File: config.mk
export PLATFORM = sky130hd
export DESIGN_NAME = banyan_cell_fabric
export DESIGN_NICKNAME = d
export VERILOG_FILES = /design/src/rtl/banyan_pkg.sv /design/src/rtl/banyan_elem.sv /design/src/rtl/banyan_column.sv /design/src/rtl/banyan_cell_fabric.sv
export SDC_FILE = /design/constraint.sdc
export NUM_CORES = 1
export LEC_CHECK = 0
export ABC_AREA = 1
export BUFFER_PORTS_ARGS = -buffer_cell sky130_fd_sc_hd__buf_2
export CORE_MARGIN = 2
export CORE_UTILIZATION = 45
export CTS_CLUSTER_DIAMETER = 200
export DETAILED_ROUTE_END_ITERATION = 8
export GPL_ROUTABILITY_DRIVEN = 1
export GPL_TIMING_DRIVEN = 1
export PLACE_DENSITY = 0.72
export SETUP_SLACK_MARGIN = 0.2
export SLEW_MARGIN = 20
export SYNTH_ARGS = -nofsm -noshare
export SYNTH_HDL_FRONTEND = slang
export SYNTH_SLANG_ARGS = --single-unit
export TNS_END_PERCENT = 10
File: constraint.sdc
create_clock -name clk -period 1.4 [get_ports clk]
set_input_delay 0.14 -clock clk [delete_from_list [all_inputs] [get_ports clk]]
set_output_delay 0.14 -clock clk [all_outputs]
set_load 0.1 [all_outputs]
File: src/rtl/banyan_pkg.sv
package banyan_pkg;

   // Setting of one two-by-two element
   typedef enum logic {
      SW_BAR   = 1'b0,
      SW_CROSS = 1'b1
   } sw_state_e;

   // Lower-numbered line served by element 'elem' of column 'col':
   // insert a zero at bit position 'col' of the element index.
   function automatic int upper_line(input int elem, input int col);
      int low_mask;
      low_mask = (1 << col) - 1;
      return ((elem >> col) << (col + 1)) | (elem & low_mask);
   endfunction

endpackage

File: src/rtl/banyan_elem.sv
module banyan_elem #(
   parameter int ADDR_W    = 3,
   parameter int PAYLOAD_W = 16,
   parameter int COL       = 0
) (
   input  logic                 up_vld,
   input  logic                 up_miss,
   input  logic [ADDR_W-1:0]    up_dst,
   input  logic [PAYLOAD_W-1:0] up_data,
   input  logic                 dn_vld,
   input  logic                 dn_miss,
   input  logic [ADDR_W-1:0]    dn_dst,
   input  logic [PAYLOAD_W-1:0] dn_data,
   output logic                 lo_vld,
   output logic                 lo_miss,
   output logic [ADDR_W-1:0]    lo_dst,
   output logic [PAYLOAD_W-1:0] lo_data,
   output logic                 hi_vld,
   output logic                 hi_miss,
   output logic [ADDR_W-1:0]    hi_dst,
   output logic [PAYLOAD_W-1:0] hi_data
);
   import banyan_pkg::*;

   if (COL < 0 || COL >= ADDR_W) begin : g_bad_col
      $error("banyan_elem: COL out of destination range");
   end

   sw_state_e sel;
   logic      up_live;
   logic      dn_live;
   logic      lo_m;
   logic      hi_m;

   assign up_live = up_vld & ~up_miss;
   assign dn_live = dn_vld & ~dn_miss;

   // Lower-numbered line decides first; flagged or empty cells never decide
   always_comb begin
      if (up_live)
         sel = up_dst[COL] ? SW_CROSS : SW_BAR;
      else if (dn_live)
         sel = dn_dst[COL] ? SW_BAR : SW_CROSS;
      else
         sel = SW_BAR;
   end

   always_comb begin
      if (sel == SW_CROSS) begin
         lo_vld  = dn_vld;
         lo_m    = dn_miss;
         lo_dst  = dn_dst;
         lo_data = dn_data;
         hi_vld  = up_vld;
         hi_m    = up_miss;
         hi_dst  = up_dst;
         hi_data = up_data;
      end else begin
         lo_vld  = up_vld;
         lo_m    = up_miss;
         lo_dst  = up_dst;
         lo_data = up_data;
         hi_vld  = dn_vld;
         hi_m    = dn_miss;
         hi_dst  = dn_dst;
         hi_data = dn_data;
      end
      // a valid cell landing on the line whose bit disagrees has lost
      lo_miss = lo_m | (lo_vld & lo_dst[COL]);
      hi_miss = hi_m | (hi_vld & ~hi_dst[COL]);
   end

endmodule

File: src/rtl/banyan_column.sv
module banyan_column #(
   parameter int PORTS     = 8,
   parameter int ADDR_W    = 3,
   parameter int PAYLOAD_W = 16,
   parameter int COL       = 0
) (
   input  logic                                 clk,
   input  logic                                 rst_n,
   input  logic [PORTS-1:0]                     in_vld,
   input  logic [PORTS-1:0]                     in_miss,
   input  logic [PORTS-1:0][ADDR_W-1:0]         in_dst,
   input  logic [PORTS-1:0][PAYLOAD_W-1:0]      in_data,
   output logic [PORTS-1:0]                     q_vld,
   output logic [PORTS-1:0]                     q_miss,
   output logic [PORTS-1:0][ADDR_W-1:0]         q_dst,
   output logic [PORTS-1:0][PAYLOAD_W-1:0]      q_data
);
   localparam int ELEMS = PORTS / 2;
   localparam int SPAN  = 1 << COL;

   logic [PORTS-1:0]                nx_vld;
   logic [PORTS-1:0]                nx_miss;
   logic [PORTS-1:0][ADDR_W-1:0]    nx_dst;
   logic [PORTS-1:0][PAYLOAD_W-1:0] nx_data;

   for (genvar k = 0; k < ELEMS; k++) begin : g_elem
      localparam int UP = banyan_pkg::upper_line(k, COL);
      localparam int DN = UP + SPAN;
      banyan_elem #(
         .ADDR_W   (ADDR_W),
         .PAYLOAD_W(PAYLOAD_W),
         .COL      (COL)
      ) u_elem (
         .up_vld (in_vld[UP]),
         .up_miss(in_miss[UP]),
         .up_dst (in_dst[UP]),
         .up_data(in_data[UP]),
         .dn_vld (in_vld[DN]),
         .dn_miss(in_miss[DN]),
         .dn_dst (in_dst[DN]),
         .dn_data(in_data[DN]),
         .lo_vld (nx_vld[UP]),
         .lo_miss(nx_miss[UP]),
         .lo_dst (nx_dst[UP]),
         .lo_data(nx_data[UP]),
         .hi_vld (nx_vld[DN]),
         .hi_miss(nx_miss[DN]),
         .hi_dst (nx_dst[DN]),
         .hi_data(nx_data[DN])
      );
   end

   always_ff @(posedge clk or negedge rst_n) begin
      if (!rst_n) begin
         q_vld  <= '0;
         q_miss <= '0;
         q_dst  <= '0;
         q_data <= '0;
      end else begin
         q_vld  <= nx_vld;
         q_miss <= nx_miss;
         q_dst  <= nx_dst;
         q_data <= nx_data;
      end
   end

endmodule

File: src/rtl/banyan_cell_fabric.sv
module banyan_cell_fabric #(
   parameter int PORTS     = 8,
   parameter int PAYLOAD_W = 16
) (
   input  logic                               clk,
   input  logic                               rst_n,
   input  logic [PORTS-1:0]                   in_vld,
   input  logic [PORTS*$clog2(PORTS)-1:0]     in_dst,
   input  logic [PORTS*PAYLOAD_W-1:0]         in_data,
   output logic [PORTS-1:0]                   out_vld,
   output logic [PORTS-1:0]                   out_miss,
   output logic [PORTS*$clog2(PORTS)-1:0]     out_dst,
   output logic [PORTS*PAYLOAD_W-1:0]         out_data
);
   localparam int ADDR_W = $clog2(PORTS);
   localparam int STAGES = ADDR_W;

   if (PORTS < 2 || (PORTS & (PORTS - 1)) != 0) begin : g_bad_ports
      $error("banyan_cell_fabric: PORTS must be a power of two of at least 2");
   end
   if (PAYLOAD_W < 1) begin : g_bad_payload
      $error("banyan_cell_fabric: PAYLOAD_W must be positive");
   end

   logic [STAGES:0][PORTS-1:0]                s_vld;
   logic [STAGES:0][PORTS-1:0]                s_miss;
   logic [STAGES:0][PORTS-1:0][ADDR_W-1:0]    s_dst;
   logic [STAGES:0][PORTS-1:0][PAYLOAD_W-1:0] s_data;

   assign s_vld[0]  = in_vld;
   assign s_miss[0] = '0;

   for (genvar p = 0; p < PORTS; p++) begin : g_port
      assign s_dst[0][p]                       = in_dst[p*ADDR_W +: ADDR_W];
      assign s_data[0][p]                      = in_data[p*PAYLOAD_W +: PAYLOAD_W];
      assign out_dst[p*ADDR_W +: ADDR_W]       = s_dst[STAGES][p];
      assign out_data[p*PAYLOAD_W +: PAYLOAD_W] = s_data[STAGES][p];
   end

   for (genvar c = 0; c < STAGES; c++) begin : g_col
      banyan_column #(
         .PORTS    (PORTS),
         .ADDR_W   (ADDR_W),
         .PAYLOAD_W(PAYLOAD_W),
         .COL      (c)
      ) u_col (
         .clk    (clk),
         .rst_n  (rst_n),
         .in_vld (s_vld[c]),
         .in_miss(s_miss[c]),
         .in_dst (s_dst[c]),
         .in_data(s_data[c]),
         .q_vld  (s_vld[c+1]),
         .q_miss (s_miss[c+1]),
         .q_dst  (s_dst[c+1]),
         .q_data (s_data[c+1])
      );
   end

   assign out_vld  = s_vld[STAGES];
   assign out_miss = s_miss[STAGES];

endmodule

==> results of run 1 <==
[metal layers]
| metal | share of wire [%] | wire length [um] |
|---|---|---|
| met5 | 0.038 | 26 |
| met4 | 3.8 | 2620 |
| met3 | 7.4 | 5090 |
| met2 | 48 | 33300 |
| met1 | 40 | 27700 |
[metrics by stage]
| stage | TNS [ns] | hold WS (ns) |
|---|---|---|
| global placement | -0.0622 | 0.0625 |
| floorplan | 0 | -0.156 |
| finish | -0.183 | 0.0377 |
| CTS | 0 | 0.0230 |
| detailed placement | -0.202 | 0.0612 |
| global route | -0.753 | 0.0424 |
[cells in the mapped netlist, types with 6 or more instances]
cell type | count | area, um^2
sky130_fd_sc_hd__dfrtp_1 | 504 | 12600
sky130_fd_sc_hd__nand2_1 | 398 | 1490
sky130_fd_sc_hd__inv_1 | 305 | 1140
sky130_fd_sc_hd__o21ai_0 | 190 | 951
sky130_fd_sc_hd__nor2_1 | 161 | 604
sky130_fd_sc_hd__a21oi_1 | 140 | 701
sky130_fd_sc_hd__o21ai_2 | 76 | 666
sky130_fd_sc_hd__nand3_1 | 63 | 315
sky130_fd_sc_hd__o21ai_1 | 40 | 200
sky130_fd_sc_hd__buf_2 | 39 | 195
sky130_fd_sc_hd__buf_6 | 27 | 304
sky130_fd_sc_hd__buf_4 | 17 | 128
sky130_fd_sc_hd__nand2_2 | 16 | 100
sky130_fd_sc_hd__nand2_4 | 13 | 146
sky130_fd_sc_hd__nand3_2 | 7 | 70.1
sky130_fd_sc_hd__nand4_1 | 7 | 43.8
sky130_fd_sc_hd__a21oi_2 | 6 | 52.6
sky130_fd_sc_hd__and2_1 | 6 | 37.5
[sequential cells by signal (all words and copies together) (netlist names)]
signal and count:
g_col.u_col.q_dst 72, g_col.u_col.q_data 384, g_col.u_col.q_vld 24, g_col.u_col.q_miss 24
[path summary, 6_finish.rpt]
check,startpoint,to,slack [ns],depth (start not counted)
max,g_col[1].u_col.q_miss[4],g_col[2].u_col.q_miss[4],-0.11,9
min,rst_n,g_col[2].u_col.q_data[99],0.04,2
max reg2reg,g_col[1].u_col.q_miss[4],g_col[2].u_col.q_miss[4],-0.11,9
min reg2reg,g_col[1].u_col.q_data[126],g_col[2].u_col.q_data[126],0.47,2
max in group asynchronous,rst_n,g_col[1].u_col.q_data[33],0.55,3
min in group clk,in_data[55],g_col[0].u_col.q_data[55],0.04,4
[cell type report]
cell class              instances  share of cell area [%]
repair inverters                3                   0.115
inverters                     315                    4.21
well taps                     592                    2.52
clock buffers                  75                    5.12
diodes                          2                  0.0170
multi-input cells            1141                    20.3
clock inverters                12                   0.579
repair buffers                722                    24.2
flip-flops and latches        504                    42.9
[where the power goes]
group	switching (mW)	internal [mW]
Combinational	18.4	7.34
Clock	5.59	8.13
Sequential	2.01	17.4
Total	26.0	32.9
[cell families after synthesis]
group / Yosys count
buffers and inverters: 400
and+or+nand+nor: 682
DFF: 504
AOI/OAI and AO/OA: 459
[repair_timing]
action | in CTS | in global routing
gates cloned | 0 | 29
endpoints found under the hold margin | 669 | 0
buffers inserted | 0 | 35
hold buffers | 239 | 0
pin swaps | 0 | 19
setup endpoints to repair | 470 | 512
gates resized for setup | 355 | 161
==> reports/metrics.sh, run 1 <==
CORE_AREA_MM2=0.0440
PLACED_CELLS=2974
GLOBALROUTEMET2UTIL_PCT=46.4
COMPOUND_GATE_PORTION_OF_THE_SYNTHESIZED_AREA_PCT=13.1
VIAS_PER_CELL=5.12
DETAIL_ROUTE.WL_PER_CELL_UM=20.4
WORST-ENDPOINT-ARRIVAL_NS=1.99
REMAINING_DRC_ERRORS=0
SYNTHADDERAREAFRAC_PCT=0
CRITPATHKIND='register to register'
POST_SYNTH_XOR_AREA_FRACTION_PCT=0
GRT_SETUP_UNREPAIRED='yes'
TIMING.FINAL.CRIT_PERIOD_NS=1.51
NUMBER_OF_REGISTER_BITS_INFERRED_BY_SYNTHESIS=504
CTS.SINK_COUNT=504
SYNTH.NET_COUNT=2207
NUMBER_OF_INSTANCES_IN_THE_SYNTHESIZED_NETLIST=2045
PATH_BUF_INV=3
MOST_USED_ROUTING_LAYER_IN_GLOBAL_ROUTING='met2'
GLOBALROUTE.TOTALOVERFLOW=0
POST-ROUTE-WORST-SETUP-SLACK_NS=-0.108
COMMONEST_NON_FILL_NON_TAP_CELLS_IN_THE_LAYOUT='sky130_fd_sc_hd__dfrtp_1 (503), sky130_fd_sc_hd__nand2_1 (376), sky130_fd_sc_hd__inv_1 (283), sky130_fd_sc_hd__dlygate4sd3_1 (239), sky130_fd_sc_hd__buf_4 (180)'
CP_CELL_SEQUENCE='inv_1 > nand3_2 > nand2_2 > nand2_4 > buf_12 > nand2_1 > nand2_1 > inv_1 > nand2_1'
CRITICAL_PATH_PEAK_FANOUT=10
TOTAL_POWER_mW=58.9
CLK_PIN_SLEW_WORST_PATHS_NS=0.07
STDCELL_AREA_MM2=0.0294
FAILED_CHECKS='setup timing'
FINAL-INSTANCE-COUNT-EXCL-FILL=3366
DIE_HEIGHT_UM=215
DISTINCT_CELL_TYPE_COUNT_AFTER_SYNTHESIS=26
TOTAL_LEAKAGE_POWER_nW=14.6
CTS_HTREE_LEVELS=2
FMAX_GHz=0.663
FINALNETCOUNT=2899
SYNTH_TOP_FAMILY_BY_AREA='simple AND/OR/NAND/NOR gates'
FIN_CRIT_SH_PCT=108
YOSYS.AREA_SHARE.SIMPLE_PCT=14.5
CRITICAL_PATH.MOST_COMMON_CELL='sky130_fd_sc_hd__nand2_1'
FINAL_COMMON_CELL='sky130_fd_sc_hd__dfrtp_1'
MULTI_INPUT_LOGIC_AREA_MM2=0.00598
FINALWIRELENGTH_MM=68.8
DRV.MAX_CAP_VIOLATION_COUNT=0
ANTENNA_LEFT=0
EFFECTIVE_UTILIZATION_AT_FLOORPLAN_PCT=45.4
NUM_VIAS=17237
CRITICAL_PATH.MAX_STAGE_DELAY_NS=0.44
SYNTH.YOSYS.SEQ_AREA_SHARE_PCT=63.1
P_PER_AREA_mW_PER_MM2=2000
SYNTH_EDF_COUNT=0
YOSYSWARNINGCOUNT=0
DETAILED_PLACE.AREA_MM2=0.0227
CRITPATHSLOWESTCELL='sky130_fd_sc_hd__dfrtp_1'
INITIALDRTVIOLATIONCOUNT=1708
DPL_WORST_SLACK_NS=-0.0653
TIMING_MAX_TRANSITION_VIOLATIONS_FINAL=0
CLOCK_INSERTION_DELAY_WORST_SKEW_NS=0.59
SEQ_AREA_MM2=0.0126
WORST_PIN_SLEW_NS=0.592
SYNTHMUXAREASHARE_PCT=0
IOS=330
FINAL_UTIL_PCT=66.8
WORST_PATH_DOMINANT_CELL_FAMILY='simple AND/OR/NAND/NOR gates'
YS.FLOP_TYPE='sky130_fd_sc_hd__dfrtp_1'
GLOBAL_ROUTE.USAGE.MET1_PCT=36.4
STATUS='complete, but fails checks'
POST_SYNTH_INSTANCE_AREA_MM2=0.0200
SYNTHESIS.AREA_PER_INSTANCE_UM2=9.77
CTS_BUFFERS=50
DRIVE_GT1_SHARE_PCT=27.8
WORST_EP_REQUIRED_TIME_NS=1.88
DIE_OUTLINE_AREA_MM2=0.0461
GRT_START_MAX_NET_PINS=74
SETUP.WORST_PATH.END_CLASS='register'
FIRST_PASS_GRT_WIRE_LENGTH_MM=97.0
IO_BUFFERS=329
GRT_PASS1_VIAS=16834
DRT_PASS1_ITERATIONS=6
ROWS=77
CLOCK_TREE_FROM_TRITONCTS='built'
SLEW_HEADROOM_PCT=60.1
POWER.IR.VDD_WORST_uV=1900
SYNTHTOLAYOUTAREAGROWTH_PCT=47.1
GROUTE.LAYER.MET3.USAGE_PCT=4.60
CRITPATHLAUNCHTYPE='register'
GP_CONGESTION=0.906
REPORT.FINAL.HOLD_VIOL_COUNT=0
DP_HPWL_MM=44.5
FILLCELLCOUNT=3152
SETUP_VIOL=6
GRTUSAGETOTAL_PCT=27.6
CLOCK-SKEW-FINAL_NS=0.0142
GRT_ANTENNA_BEFORE_REPAIR=5
MIN_PATH_TYPE='input port to asynchronous set/reset pin'
CTS.ROOT.BUFFER_CELL='sky130_fd_sc_hd__clkbuf_16'
DIE_W_UM=215
CTS.PATH.MAX_BUFFERS=3
SYNTHARSTFLOPSHARE_PCT=100
Power figures use the tool's default switching activity.
==> inputs of run 2 (changes only) <==
--- a/config.mk
+++ b/config.mk
@@ -13,7 +13,7 @@
 export DETAILED_ROUTE_END_ITERATION = 8
 export GPL_ROUTABILITY_DRIVEN = 1
 export GPL_TIMING_DRIVEN = 1
-export PLACE_DENSITY = 0.72
+export PLACE_DENSITY = 0.66
 export SETUP_SLACK_MARGIN = 0.2
 export SLEW_MARGIN = 20
 export SYNTH_ARGS = -nofsm -noshare
==> run 2 against run 1 <==
The run still ends with setup timing left. Combinational power rose by 19%. Clock power is 4% higher. Setup slack improved by 0.077 ns. First-iteration DRC count decreased by 12%. Cell area rose by 12%.
==> reports/metrics.sh, run 2 (synthesis results as in run 1) <==
CTS.SINK_COUNT=504
CORE_AREA_MM2=0.0440
LARGEST_REGISTER_FF_COUNT=384
SETUP_VIOL=2
DP_HPWL_MM=44.4
TIMING_MAX_TRANSITION_VIOLATIONS_FINAL=0
GRT_START_MAX_NET_PINS=89
GRTUSAGETOTAL_PCT=28.8
NUM_VIAS=17653
CTS.ROOT.BUFFER_CELL='sky130_fd_sc_hd__clkbuf_16'
COMMONEST_NON_FILL_NON_TAP_CELLS_IN_THE_LAYOUT='sky130_fd_sc_hd__dfrtp_1 (499), sky130_fd_sc_hd__inv_1 (277), sky130_fd_sc_hd__nand2_1 (268), sky130_fd_sc_hd__dlygate4sd3_1 (254), sky130_fd_sc_hd__buf_12 (201)'
FILLCELLCOUNT=2665
WORST_EP_REQUIRED_TIME_NS=1.93
PLACED_CELLS=2984
REG_TOP3='g_col.u_col.q_data x384, g_col.u_col.q_dst x72'
POST-ROUTE-WORST-SETUP-SLACK_NS=-0.0304
FIRST_PASS_GRT_WIRE_LENGTH_MM=101
CRITPATHLAUNCHTYPE='register'
WORST_PIN_SLEW_NS=0.592
TOTAL_POWER_mW=65.0
DIE_HEIGHT_UM=215
SETUP.WORST_PATH.END_CLASS='register'
GRT_SETUP_UNREPAIRED='yes'
DETAILED_PLACE.AREA_MM2=0.0228
IOS=330
WORSTHOLDPATHCELLS=5
GP_CONGESTION=0.967
CRITICAL_PATH_PEAK_FANOUT=5
CLOCK_TREE_FROM_TRITONCTS='built'
SLEW_HEADROOM_PCT=60.1
CTS_BUFFERS=52
STDCELL_AREA_MM2=0.0331
CLK_PIN_SLEW_WORST_PATHS_NS=0.07
GRT_PASS1_VIAS=17473
DRT_PASS1_ITERATIONS=5
REMAINING_DRC_ERRORS=0
FMAX_GHz=0.699
FINALWIRELENGTH_MM=73.5
STATUS='complete, but fails checks'
CTS.PATH.MAX_BUFFERS=3
TIMING.FINAL.CRIT_PERIOD_NS=1.43
DRIVE_GT1_SHARE_PCT=38.4
CLOCK-SKEW-FINAL_NS=0.0294
REG2REGPATHDEPTH=8
CTS_HTREE_LEVELS=2
EFFECTIVE_UTILIZATION_AT_FLOORPLAN_PCT=45.4
FIN_CRIT_SH_PCT=102
DPL_WORST_SLACK_NS=-0.0960
MIN_DELAY_WORST_ENDPOINT='g_col[0].u_col.q_miss[0]'
MIN_PATH_TYPE='input port to register'
FINAL_COMMON_CELL='sky130_fd_sc_hd__dfrtp_1'
SYNTHTOLAYOUTAREAGROWTH_PCT=65.4
P_PER_AREA_mW_PER_MM2=1970
GLOBALROUTE.TOTALOVERFLOW=0
TOTAL_LEAKAGE_POWER_nW=15.8
FAILED_CHECKS='setup timing'
TIMING.HOLD.WORST.START='in_vld[1]'
FINAL_UTIL_PCT=75.1
DIE_W_UM=215
INITIALDRTVIOLATIONCOUNT=1495
GRT_ANTENNA_BEFORE_REPAIR=4
DRV.MAX_CAP_VIOLATION_COUNT=0
ANTENNA_LEFT=0
CLOCK_INSERTION_DELAY_WORST_SKEW_NS=0.62
CRITPATHKIND='register to register'
VIAS_PER_CELL=5.16
FINALNETCOUNT=2941
POWER.IR.VDD_WORST_uV=1700
LARGEST_REGISTER='g_col.u_col.q_data'
DIE_OUTLINE_AREA_MM2=0.0461
DETAIL_ROUTE.WL_PER_CELL_UM=21.5
FINAL-INSTANCE-COUNT-EXCL-FILL=3419
REGISTER_TO_REGISTER_SETUP_SLACK_NS=-0.03
WORST-ENDPOINT-ARRIVAL_NS=1.97
ROWS=77
TIMING.RR.END='g_col[1].u_col.q_data[11]'
REPORT.FINAL.HOLD_VIOL_COUNT=0
TIMING.RR.START='g_col[0].u_col.q_vld[0]'
IO_BUFFERS=329
==> run 2: cell count changes in the layout (fill, tap and decap cells not counted), moves of 47 or more <==
cell and delta:
sky130_fd_sc_hd__o21ai_0 -53, sky130_fd_sc_hd__buf_12 +128, sky130_fd_sc_hd__nand2_1 -108, sky130_fd_sc_hd__nor2_1 -50, sky130_fd_sc_hd__nor2_4 +47, sky130_fd_sc_hd__buf_4 -87
sky130_fd_sc_hd__nand2_4 +67
==> run 2: worst max path at each step <==
stage | from | end | slack [ns] | cells after the start
detailed placement | in_dst[15] | g_col[0].u_col.q_data[74] | -0.1 | 8
floorplan | g_col[1].u_col.q_miss[3] | g_col[2].u_col.q_data[55] | 0.22 | 8
global placement | in_dst[15] | g_col[0].u_col.q_data[74] | -0.08 | 8
finish | g_col[0].u_col.q_vld[0] | g_col[1].u_col.q_data[11] | -0.03 | 8
global route | g_col[0].u_col.q_miss[0] | g_col[1].u_col.q_data[11] | -0.06 | 7
CTS | g_col[2].u_col.q_data[88] | out_data[88] | -0.008 | 1
==> run 2: stage by stage <==
stage / TNS [ns] / hold slack (ns)
detailed placement: -0.306 / 0.00139
finish: -0.0392 / 0.0395
global placement: -0.136 / -0.00159
CTS: -0.00762 / 0.00147
global route: -0.538 / 0.0658
floorplan: 0 / -0.156
==> run 2: report_power, final <==
| group | internal [mW] | switching [mW] | total, mW |
|---|---|---|---|
| clock network | 8.28 | 6.01 | 14.3 |
| logic | 11.0 | 19.5 | 30.5 |
| registers | 17.4 | 2.80 | 20.2 |
| total | 36.7 | 28.4 | 65.0 |
==> run 2: final cells by class <==
| cell class | instances | area (um^2) | share of cell area (%) |
|---|---|---|---|
| antenna | 5 | 12.5 | 0.0378 |
| tap | 592 | 741 | 2.24 |
| inverter | 315 | 1240 | 3.76 |
| clock inverter | 25 | 251 | 0.761 |
| timing repair buffer | 763 | 9050 | 27.4 |
| sequential | 504 | 12600 | 38.2 |
| clock buffer | 72 | 1510 | 4.56 |
| multi-input combinational | 1143 | 7630 | 23.1 |
==> run 2: critical path, cell delays in order, from the launching register on <==
cell and delay (ns):
sky130_fd_sc_hd__dfrtp_1 0.39, sky130_fd_sc_hd__inv_2 0.07, sky130_fd_sc_hd__nor2_4 0.14, sky130_fd_sc_hd__nand2_4 0.13, sky130_fd_sc_hd__buf_12 0.15, sky130_fd_sc_hd__nand2_8 0.09
sky130_fd_sc_hd__clkbuf_16 0.18, sky130_fd_sc_hd__nor2_4 0.04, sky130_fd_sc_hd__a21oi_2 0.14
==> run 2: what timing repair did <==
action / CTS / global route
buffers inserted: 0 / 49
hold buffers: 255 / 0
gates resized for setup: 875 / 483
endpoints found under the setup margin: 457 / 528
pin swaps: 50 / 86
hold endpoints to repair: 672 / 0
gates cloned: 0 / 29
==> run 2: metal layers <==
metal  GRT usage, %  wire length (um)  vias up
li1               -                 -     7893
met1           36.0             28100     8765
met2           50.9             37300      790
met3           4.40              4640      203
met4           10.3              3430        2
met5              0                11        -
